--- config.mk ---
export PLATFORM = sky130hd
export DESIGN_NAME = seg_xlat_unit
export DESIGN_NICKNAME = d
export VERILOG_FILES = /design/src/rtl/seg_xlat_pkg.sv /design/src/rtl/seg_sel_decode.sv /design/src/rtl/seg_desc_check.sv /design/src/rtl/seg_xlat_unit.sv
export SDC_FILE = /design/constraint.sdc
export NUM_CORES = 1
export LEC_CHECK = 0
export BUFFER_PORTS_ARGS = -buffer_cell sky130_fd_sc_hd__buf_2
export CAP_MARGIN = 20
export CORE_UTILIZATION = 52
export CTS_BUF_LIST = sky130_fd_sc_hd__clkbuf_2 sky130_fd_sc_hd__clkbuf_4 sky130_fd_sc_hd__clkbuf_8
export DETAILED_ROUTE_END_ITERATION = 7
export PLACE_DENSITY_LB_ADDON = 0.3
export SETUP_SLACK_MARGIN = 0.02
export SLEW_MARGIN = 25
export SYNTH_ARGS = -nofsm -noshare
export SYNTH_HDL_FRONTEND = slang
export SYNTH_SLANG_ARGS = --single-unit
export TNS_END_PERCENT = 10
--- constraint.sdc ---
create_clock -name clk -period 4.25 [get_ports clk]
set_input_delay 0 -clock clk [delete_from_list [all_inputs] [get_ports clk]]
set_output_delay 0 -clock clk [all_outputs]
set_load 0.005 [all_outputs]
--- src/rtl/seg_xlat_pkg.sv ---
package seg_xlat_pkg;

    localparam int SEL_W       = 16;
    localparam int IDX_W       = 13;
    localparam int PRIV_W      = 2;
    localparam int ADDR_W      = 32;
    localparam int LEN_W       = IDX_W + 1;
    localparam int ENTRY_SHIFT = 3;
    localparam int DESC_W      = 4 + PRIV_W + 2 * ADDR_W;
    localparam int NCHK        = 4;

    typedef enum logic [1:0] {
        ACC_READ  = 2'd0,
        ACC_WRITE = 2'd1,
        ACC_EXEC  = 2'd2,
        ACC_RSVD  = 2'd3
    } acc_e;

    typedef enum logic [2:0] {
        FLT_NONE    = 3'd0,
        FLT_RANGE   = 3'd1,
        FLT_INVALID = 3'd2,
        FLT_LIMIT   = 3'd3,
        FLT_RIGHTS  = 3'd4,
        FLT_PRIV    = 3'd5
    } fault_e;

    typedef struct packed {
        logic              valid;
        logic              rd_ok;
        logic              wr_ok;
        logic              ex_ok;
        logic [PRIV_W-1:0] dpl;
        logic [ADDR_W-1:0] limit;
        logic [ADDR_W-1:0] base;
    } desc_t;

    typedef struct packed {
        logic [IDX_W-1:0]  idx;
        logic              local_tbl;
        logic [PRIV_W-1:0] rpl;
    } sel_fields_t;

    function automatic sel_fields_t split_sel(input logic [SEL_W-1:0] sel);
        sel_fields_t f;
        f.idx       = sel[SEL_W-1 -: IDX_W];
        f.local_tbl = sel[PRIV_W];
        f.rpl       = sel[PRIV_W-1:0];
        return f;
    endfunction

    function automatic logic rights_ok(input desc_t d, input acc_e a);
        logic ok;
        case (a)
            ACC_READ:  ok = d.rd_ok;
            ACC_WRITE: ok = d.wr_ok;
            ACC_EXEC:  ok = d.ex_ok;
            default:   ok = 1'b0;
        endcase
        return ok;
    endfunction

endpackage

--- src/rtl/seg_sel_decode.sv ---
module seg_sel_decode
    import seg_xlat_pkg::*;
(
    input  logic [SEL_W-1:0]  sel,
    input  logic [ADDR_W-1:0] glob_base,
    input  logic [LEN_W-1:0]  glob_len,
    input  logic [ADDR_W-1:0] loc_base,
    input  logic [LEN_W-1:0]  loc_len,
    output sel_fields_t       fields,
    output logic              in_range,
    output logic [ADDR_W-1:0] entry_addr
);
    logic [ADDR_W-1:0] tbl_base;
    logic [LEN_W-1:0]  tbl_len;

    always_comb begin
        fields     = split_sel(sel);
        tbl_base   = fields.local_tbl ? loc_base : glob_base;
        tbl_len    = fields.local_tbl ? loc_len  : glob_len;
        in_range   = {1'b0, fields.idx} < tbl_len;
        entry_addr = tbl_base + (ADDR_W'(fields.idx) << ENTRY_SHIFT);
    end

endmodule

--- src/rtl/seg_desc_check.sv ---
module seg_desc_check
    import seg_xlat_pkg::*;
(
    input  desc_t             desc,
    input  logic [ADDR_W-1:0] off,
    input  acc_e              acc,
    input  logic [PRIV_W-1:0] rpl,
    output fault_e            fault,
    output logic [ADDR_W-1:0] lin
);
    // failing checks, index 0 has the highest priority
    logic [NCHK-1:0] hit;

    always_comb begin
        hit[0] = !desc.valid;
        hit[1] = off >= desc.limit;
        hit[2] = !rights_ok(desc, acc);
        hit[3] = rpl > desc.dpl;
    end

    always_comb begin
        fault = FLT_NONE;
        for (int i = NCHK - 1; i >= 0; i--) begin
            if (hit[i]) fault = fault_e'(3'(i + 2));
        end
        lin = (fault == FLT_NONE) ? desc.base + off : '0;
    end

endmodule

--- src/rtl/seg_xlat_unit.sv ---
module seg_xlat_unit
    import seg_xlat_pkg::*;
(
    input  logic              clk,
    input  logic              rst,
    input  logic              req_valid,
    output logic              req_ready,
    input  logic [SEL_W-1:0]  req_sel,
    input  logic [ADDR_W-1:0] req_off,
    input  logic [1:0]        req_acc,
    input  logic [ADDR_W-1:0] glob_tbl_base,
    input  logic [LEN_W-1:0]  glob_tbl_len,
    input  logic [ADDR_W-1:0] loc_tbl_base,
    input  logic [LEN_W-1:0]  loc_tbl_len,
    output logic              desc_rd_req,
    output logic [ADDR_W-1:0] desc_rd_addr,
    input  logic              desc_rd_valid,
    input  logic [DESC_W-1:0] desc_rd_data,
    output logic              resp_valid,
    output logic [2:0]        resp_fault,
    output logic [ADDR_W-1:0] resp_lin
);
    typedef enum logic [1:0] {ST_IDLE, ST_FETCH, ST_WAIT, ST_RESP} st_e;

    st_e               st;
    sel_fields_t       dec_fields;
    logic              dec_in_range;
    logic [ADDR_W-1:0] dec_addr;
    fault_e            chk_fault;
    logic [ADDR_W-1:0] chk_lin;

    logic [PRIV_W-1:0] rpl_q;
    logic [ADDR_W-1:0] off_q;
    acc_e              acc_q;
    logic [ADDR_W-1:0] addr_q;
    fault_e            fault_q;
    logic [ADDR_W-1:0] lin_q;

    seg_sel_decode u_dec (
        .sel        (req_sel),
        .glob_base  (glob_tbl_base),
        .glob_len   (glob_tbl_len),
        .loc_base   (loc_tbl_base),
        .loc_len    (loc_tbl_len),
        .fields     (dec_fields),
        .in_range   (dec_in_range),
        .entry_addr (dec_addr)
    );

    seg_desc_check u_chk (
        .desc  (desc_t'(desc_rd_data)),
        .off   (off_q),
        .acc   (acc_q),
        .rpl   (rpl_q),
        .fault (chk_fault),
        .lin   (chk_lin)
    );

    always_ff @(posedge clk) begin
        if (rst) begin
            st      <= ST_IDLE;
            rpl_q   <= '0;
            off_q   <= '0;
            acc_q   <= ACC_READ;
            addr_q  <= '0;
            fault_q <= FLT_NONE;
            lin_q   <= '0;
        end else begin
            case (st)
                ST_IDLE: begin
                    if (req_valid) begin
                        rpl_q  <= dec_fields.rpl;
                        off_q  <= req_off;
                        acc_q  <= acc_e'(req_acc);
                        addr_q <= dec_addr;
                        lin_q  <= '0;
                        if (dec_in_range) begin
                            fault_q <= FLT_NONE;
                            st      <= ST_FETCH;
                        end else begin
                            fault_q <= FLT_RANGE;
                            st      <= ST_RESP;
                        end
                    end
                end
                ST_FETCH: st <= ST_WAIT;
                ST_WAIT: begin
                    if (desc_rd_valid) begin
                        fault_q <= chk_fault;
                        lin_q   <= chk_lin;
                        st      <= ST_RESP;
                    end
                end
                default: st <= ST_IDLE;
            endcase
        end
    end

    assign req_ready    = (st == ST_IDLE);
    assign desc_rd_req  = (st == ST_FETCH);
    assign desc_rd_addr = addr_q;
    assign resp_valid   = (st == ST_RESP);
    assign resp_fault   = fault_q;
    assign resp_lin     = lin_q;

endmodule

Word level (Yosys, flattened, before mapping)
Cells that the tools add are included.
{"block": "word_totals", "register_bits": 105, "latch_bits": 0, "ramBits": 0, "rom_bits": 0, "in_bits": 216, "output_inout_bits": 70, "elab_cells": 45, "n_memories": 0}
{"block": "op_classes", "add_sub_neg": 2, "multipliers": 0, "div_mod_pow": 0, "n_lt_le_gt_ge": 3, "n_eq_ne": 7, "n_shift": 0, "mux": 19, "n_bitwise": 0, "reduce_logical": 7}
{"op": "$mux 32", "count": 4}
{"op": "$pmux 32 s2", "count": 1}
{"op": "$add 32x16->32", "count": 1}
{"op": "$add 32x32->32", "count": 1}
{"op": "$ge 32x32->1", "count": 1}
{"op": "$mux 3", "count": 6}
{"op": "$lt 13x14->1", "count": 1}
{"op": "$mux 14", "count": 1}
{"op": "$eq 2x2->1 const B", "count": 3}
{"op": "$mux 2", "count": 3}
{"op": "$pmux 2 s3", "count": 1}
{"op": "$pmux 3 s2", "count": 1}
{"op": "$eq 2x1->1 const B", "count": 2}
{"op": "$logic_not 2->1", "count": 2}
{"op": "$ne 2x2->1 const B", "count": 2}
{"op": "$reduce_and 2->1", "count": 2}
{"op": "$logic_not 3->1", "count": 1}
{"op": "$pmux 1 s3", "count": 1}
{"op": "$reduce_and 3->1", "count": 1}
{"op": "$gt 2x2->1", "count": 1}
{"op": "$reduce_bool 2->1", "count": 1}
{"op": "$mux 1", "count": 1}

Longest topological paths before layout
{"block": "logic_depth", "word_depth": 9, "ltp_mapped": 16, "ltp_nobuf": 12}

Hierarchy
Synthesis repeated with hierarchy kept, for this count alone.
{"block": "unflattened", "cells_unflattened": 1174, "area_unflattened_um2": 9058.7}
{"module": "seg_xlat_unit", "instances": 1, "cells_each": 481, "area_per_inst_um2": 4036.4, "seq_area_each_um2": 2102.0}
{"module": "seg_desc_check", "instances": 1, "cells_each": 419, "area_per_inst_um2": 2892.8, "seq_area_each_um2": 0.0}
{"module": "seg_sel_decode", "instances": 1, "cells_each": 274, "area_per_inst_um2": 2129.5, "seq_area_each_um2": 0.0}

Worst setup path before layout
Ideal clock, no wire load.
{"block": "synth_path", "path_kind": "input-to-reg", "startpoint": "in req_sel[2]", "endpoint": "reg addr_q[20] (netlist: desc_rd_addr[20])", "setup_ps": 62, "t_arrival_ps": 3245, "required_ps": 4188, "slack_ps": 943, "stages": 15, "path_buffers": 4, "cell_sequence": "buf_4 > buf_4 > buf_2 > buf_1 > mux2i_1 > inv_1 > ha_1 > a21oi_1 > o22ai_1 > a2111o_1 > a31oi_2 > o21ai_2 > nor3b_1 > or3_1 > nand3_1"}
{"block": "synth_between", "elab_chain_cells": 2}
{"element": "from (decl)", "line_no": "seg_xlat_unit.sv:8", "text": "input logic [SEL_W-1:0] req_sel,"}
{"element": "$mux 32", "line_no": "seg_sel_decode.sv:18", "text": "tbl_base = fields.local_tbl ? loc_base : glob_base;"}
{"element": "$add 32x16->32", "line_no": "seg_sel_decode.sv:21", "text": "entry_addr = tbl_base + (ADDR_W'(fields.idx) << ENTRY_SHIFT);"}
{"element": "to (signal assigned)", "line_no": "seg_xlat_unit.sv:75", "text": "addr_q <= dec_addr;"}
{"element": "to (decl)", "line_no": "seg_xlat_unit.sv:35", "text": "logic [ADDR_W-1:0] addr_q;"}
No other way between the ends.
A chain may end at the register's enable or synchronous reset.

Worst setup path in the final report
{"block": "layout_path", "startpoint": "reg off_q[0]", "endpoint": "reg lin_q[24] (netlist: resp_lin[24])"}
{"block": "layout_between", "elab_chain_cells": 7, "word_cells_on_any_way": 8, "cone_classes": "add/sub: 1; order compare: 1; mux: 5; reduce/logical: 1"}
{"element": "from (decl)", "line_no": "seg_xlat_unit.sv:33", "text": "logic [ADDR_W-1:0] off_q;"}
{"element": "from (signal assigned)", "line_no": "seg_xlat_unit.sv:73", "text": "off_q <= req_off;"}
{"element": "$ge 32x32->1", "line_no": "seg_desc_check.sv:16", "text": "hit[1] = off >= desc.limit;"}
{"element": "$mux 3 (2 in series)", "line_no": "seg_desc_check.sv:24", "text": "if (hit[i]) fault = fault_e'(3'(i + 2));"}
{"element": "$logic_not 3->1", "line_no": "seg_desc_check.sv:26", "text": "lin = (fault == FLT_NONE) ? desc.base + off : '0;"}
{"element": "$mux 32 *", "line_no": "seg_desc_check.sv:26"}
{"element": "$mux 32 *", "line_no": "seg_xlat_unit.sv:88", "text": "if (desc_rd_valid) begin"}
{"element": "$pmux 32 s2 *", "line_no": "seg_xlat_unit.sv:69", "text": "case (st)"}
{"element": "to (signal assigned)", "line_no": "seg_xlat_unit.sv:90", "text": "lin_q <= chk_lin;"}
{"element": "to (decl)", "line_no": "seg_xlat_unit.sv:37", "text": "logic [ADDR_W-1:0] lin_q;"}
Every way passes the cells marked *; elsewhere a longest branch is shown, timed or not. The select of a mux whose other input is x is not followed.

==> flow_summary_export.csv <==
group,metric,value,unit
die,die_y,126,um
global_routing,met3_usage,3.85,%
global_routing,grt_pass1_vias,8230,
clock_tree,cts_tree,"yes",
pwr,max-vdd-ir-drop,0.000206,V
clock_tree,postCtsSetupBuffers,0,
finish,area_growth,27.6,%
yosys,synth.distinct_cells,84,
outcome,outcome,"finished, violations left",
pwr,power_density,359,nW/um^2
yosys,async_reset_ff_share,0,%
global_routing,grt_start_max_net_pins,57,
die,core,14700,um^2
timing,finClkSkew,0.0134,ns
yosys,ys_seq_area_share,26.5,%
hold_path,hp-class,"in2reg",
timing,clock.fmax,335,MHz
yosys,ys.flop_type,"dfxtp_1",
clock_tree,cts_buffers,9,
drt,via_per_inst,5.77,
critical_path,worstPathRequired,4.54,ns
yosys,avgSynthCellArea,8.02,um^2
yosys,synth_nets,1302,
timing,max-slew-margin-rel,43.7,%
clock_tree,clk_latency,0.40,ns
place,port_buffers,285,
outcome,violations,"DRC",
global_routing,top_usage_layer,"met2",
drt,drt-total-wl,24200,um
global_routing,track_usage,30.6,%
global_routing,met2_usage,54.8,%
timing,slew_viol_final,0,
drt,drt_iter0_markers,601,
global_routing,met1_usage,34.9,%
timing,tns,0,ns
yosys,synth_seq_cells,105,
global_routing,antenna_found_initial,4,
timing,whs,0.0173,ns
finish,nFillCells,1259,
drt,dr.pass1.iters,8,
timing,fin_crit,2.99,ns
drt,num_vias,8598,
die,die_w,126,um
die,dieArea,15800,um^2
critical_path,cp-end-kind,"register",
timing,setup_viol,0,
finish,register_area,2100,um^2
clock_tree,clock-sinks,105,
timing,fin_crit_sh,70.3,%
global_routing,overflow,0,
clock_tree,root_buffer,"clkbuf_8",
yosys,synth-edff-count,0,
die,num_rows,44,
finish,final_cell_mix,"buf_2, nand2_1, dfxtp_1",
place,gp_congestion,0.974,
timing,rsz0062_at_grt,"false",
drt,drc_errors,15,
die,ios,286,
finish,final_common_cell,"buf_2",
drt,wl_per_cell,16.3,um
finish,multi_input_area,5460,um^2
critical_path,cp_max_fo,3,
yosys,yosysTopAreaCell,"dfxtp_1",
yosys,ys_warn_count,0,
drt,final_antenna_net_count,0,
timing,hold_viol,0,
yosys,syn_area,7940,um^2
clock_tree,h-tree-depth,3,
finish,layout-drive-gt1-share,27.2,%
clock_tree,clk_pin_slew_worst_paths,0.11,ns
die,initial_core_util,54.0,%
finish,nets,1609,
place,place_hpwl,18400,um
yosys,netlist_instances,990,
timing,tightest_slew,0.843,ns
critical_path,cp-start-kind,"register",
pwr,total_leakage_power,5.07,nW
yosys,netlist.area_leader.share,26.5,%
flow_run,maxCapViolCount,0,
critical_path,critical_path_class,"reg2reg",
critical_path,crit_arrival,3.27,ns
yosys,synth_area_leaders,"dfxtp_1, ha_1, nand2_1",
global_routing,grt_pass1_wl,38500,um
clock_tree,clock_path_buffers,2,
[cell usage after synthesis, drive strengths merged (17+ instances only)]
cell	number
a21o	30
dfxtp	105
clkbuf	33
nor2	65
xnor2	20
a22oi	18
ha	94
a21oi	88
mux2	17
inv	53
nand2	136
nand4	17
mux2i	31
o21ai	45
nand3	44
[kinds of logic after synthesis]
kind of cell    Yosys count  synth area share [%]
buf+inv                  97                  4.88
fa+ha+maj                96                  15.3
xor+xnor                 35                  3.86
simple gates            336                  20.2
flops                   105                  26.5
mux                      48                  6.32
compound gates          273                  23.0
[final timing paths]
| check | slack, ns | from | cells after the start | end |
|---|---|---|---|---|
| max | 1.26 | off_q[0]$_SDFFE_PP0P_ | 10 | resp_lin[24]$_SDFFE_PP0P_ |
| min | 0.02 | req_sel[3] | 4 | desc_rd_addr[3]$_SDFFE_PP0P_ |
| max reg2reg | 1.26 | off_q[0]$_SDFFE_PP0P_ | 10 | resp_lin[24]$_SDFFE_PP0P_ |
| min reg2reg | 0.45 | resp_lin[28]$_SDFFE_PP0P_ | 2 | resp_lin[28]$_SDFFE_PP0P_ |
[routing by layer]
metal / wire length [um] / vias up
met4: 1130 / 0
met5: 0 / -
met2: 11800 / 378
met3: 1550 / 85
li1: - / 4196
met1: 9790 / 3939
[critical path, cell delays in order, from the launching register on]
cell	delay [ns]
dfxtp_1	0.35
ha_1	0.23
fa_1	0.44
a211oi_2	0.23
o211ai_1	0.16
a2111oi_2	0.50
nor2_1	0.15
a311oi_1	0.43
a21oi_1	0.14
xnor2_1	0.17
o21ai_1	0.07
[flip-flops by register name, indices dropped and copies added, names as in the netlist]
signal and count:
desc_rd_addr 32, off_q 32, acc_q 2, resp_lin 32
st 2, rpl_q 2, resp_fault 3
[report_power, final]
| group | internal [mW] | switching (mW) |
|---|---|---|
| Combinational | 0.727 | 1.05 |
| Sequential | 1.14 | 0.115 |
| Clock | 0.219 | 0.391 |
| Total | 2.09 | 1.56 |
[final cells by class]
type | count | area share (%)
antenna | 4 | 0.0987
clock buffer | 9 | 1.22
clock inverter | 7 | 0.518
inverter | 53 | 1.96
multi-input combinational | 788 | 53.9
sequential | 105 | 20.7
tap | 184 | 2.27
timing repair buffer | 340 | 19.3
[what timing repair did]
item,4_1_cts,5_1_grt
hold endpoints to repair,43,0
gates resized for setup,0,0
hold buffers,48,0
setup endpoints to repair,0,0
[metrics by stage]
step | setup slack (ns) | total power, mW | utilization (%) | cell area (um^2) | instances
floorplan | 0.943 | 2.44 | - | 7940 | 990
global placement | 1.06 | 2.95 | 64.4 | 9470 | 1422
detailed placement | 0.988 | 2.99 | 64.4 | 9470 | 1422
CTS | 1.30 | 3.63 | 68.9 | 10100 | 1486
global route | 1.11 | 3.91 | 69.0 | 10100 | 1490
finish | 1.26 | 3.64 | 69.0 | 10100 | 1490
No activity file was read; power rests on OpenSTA's default activity.
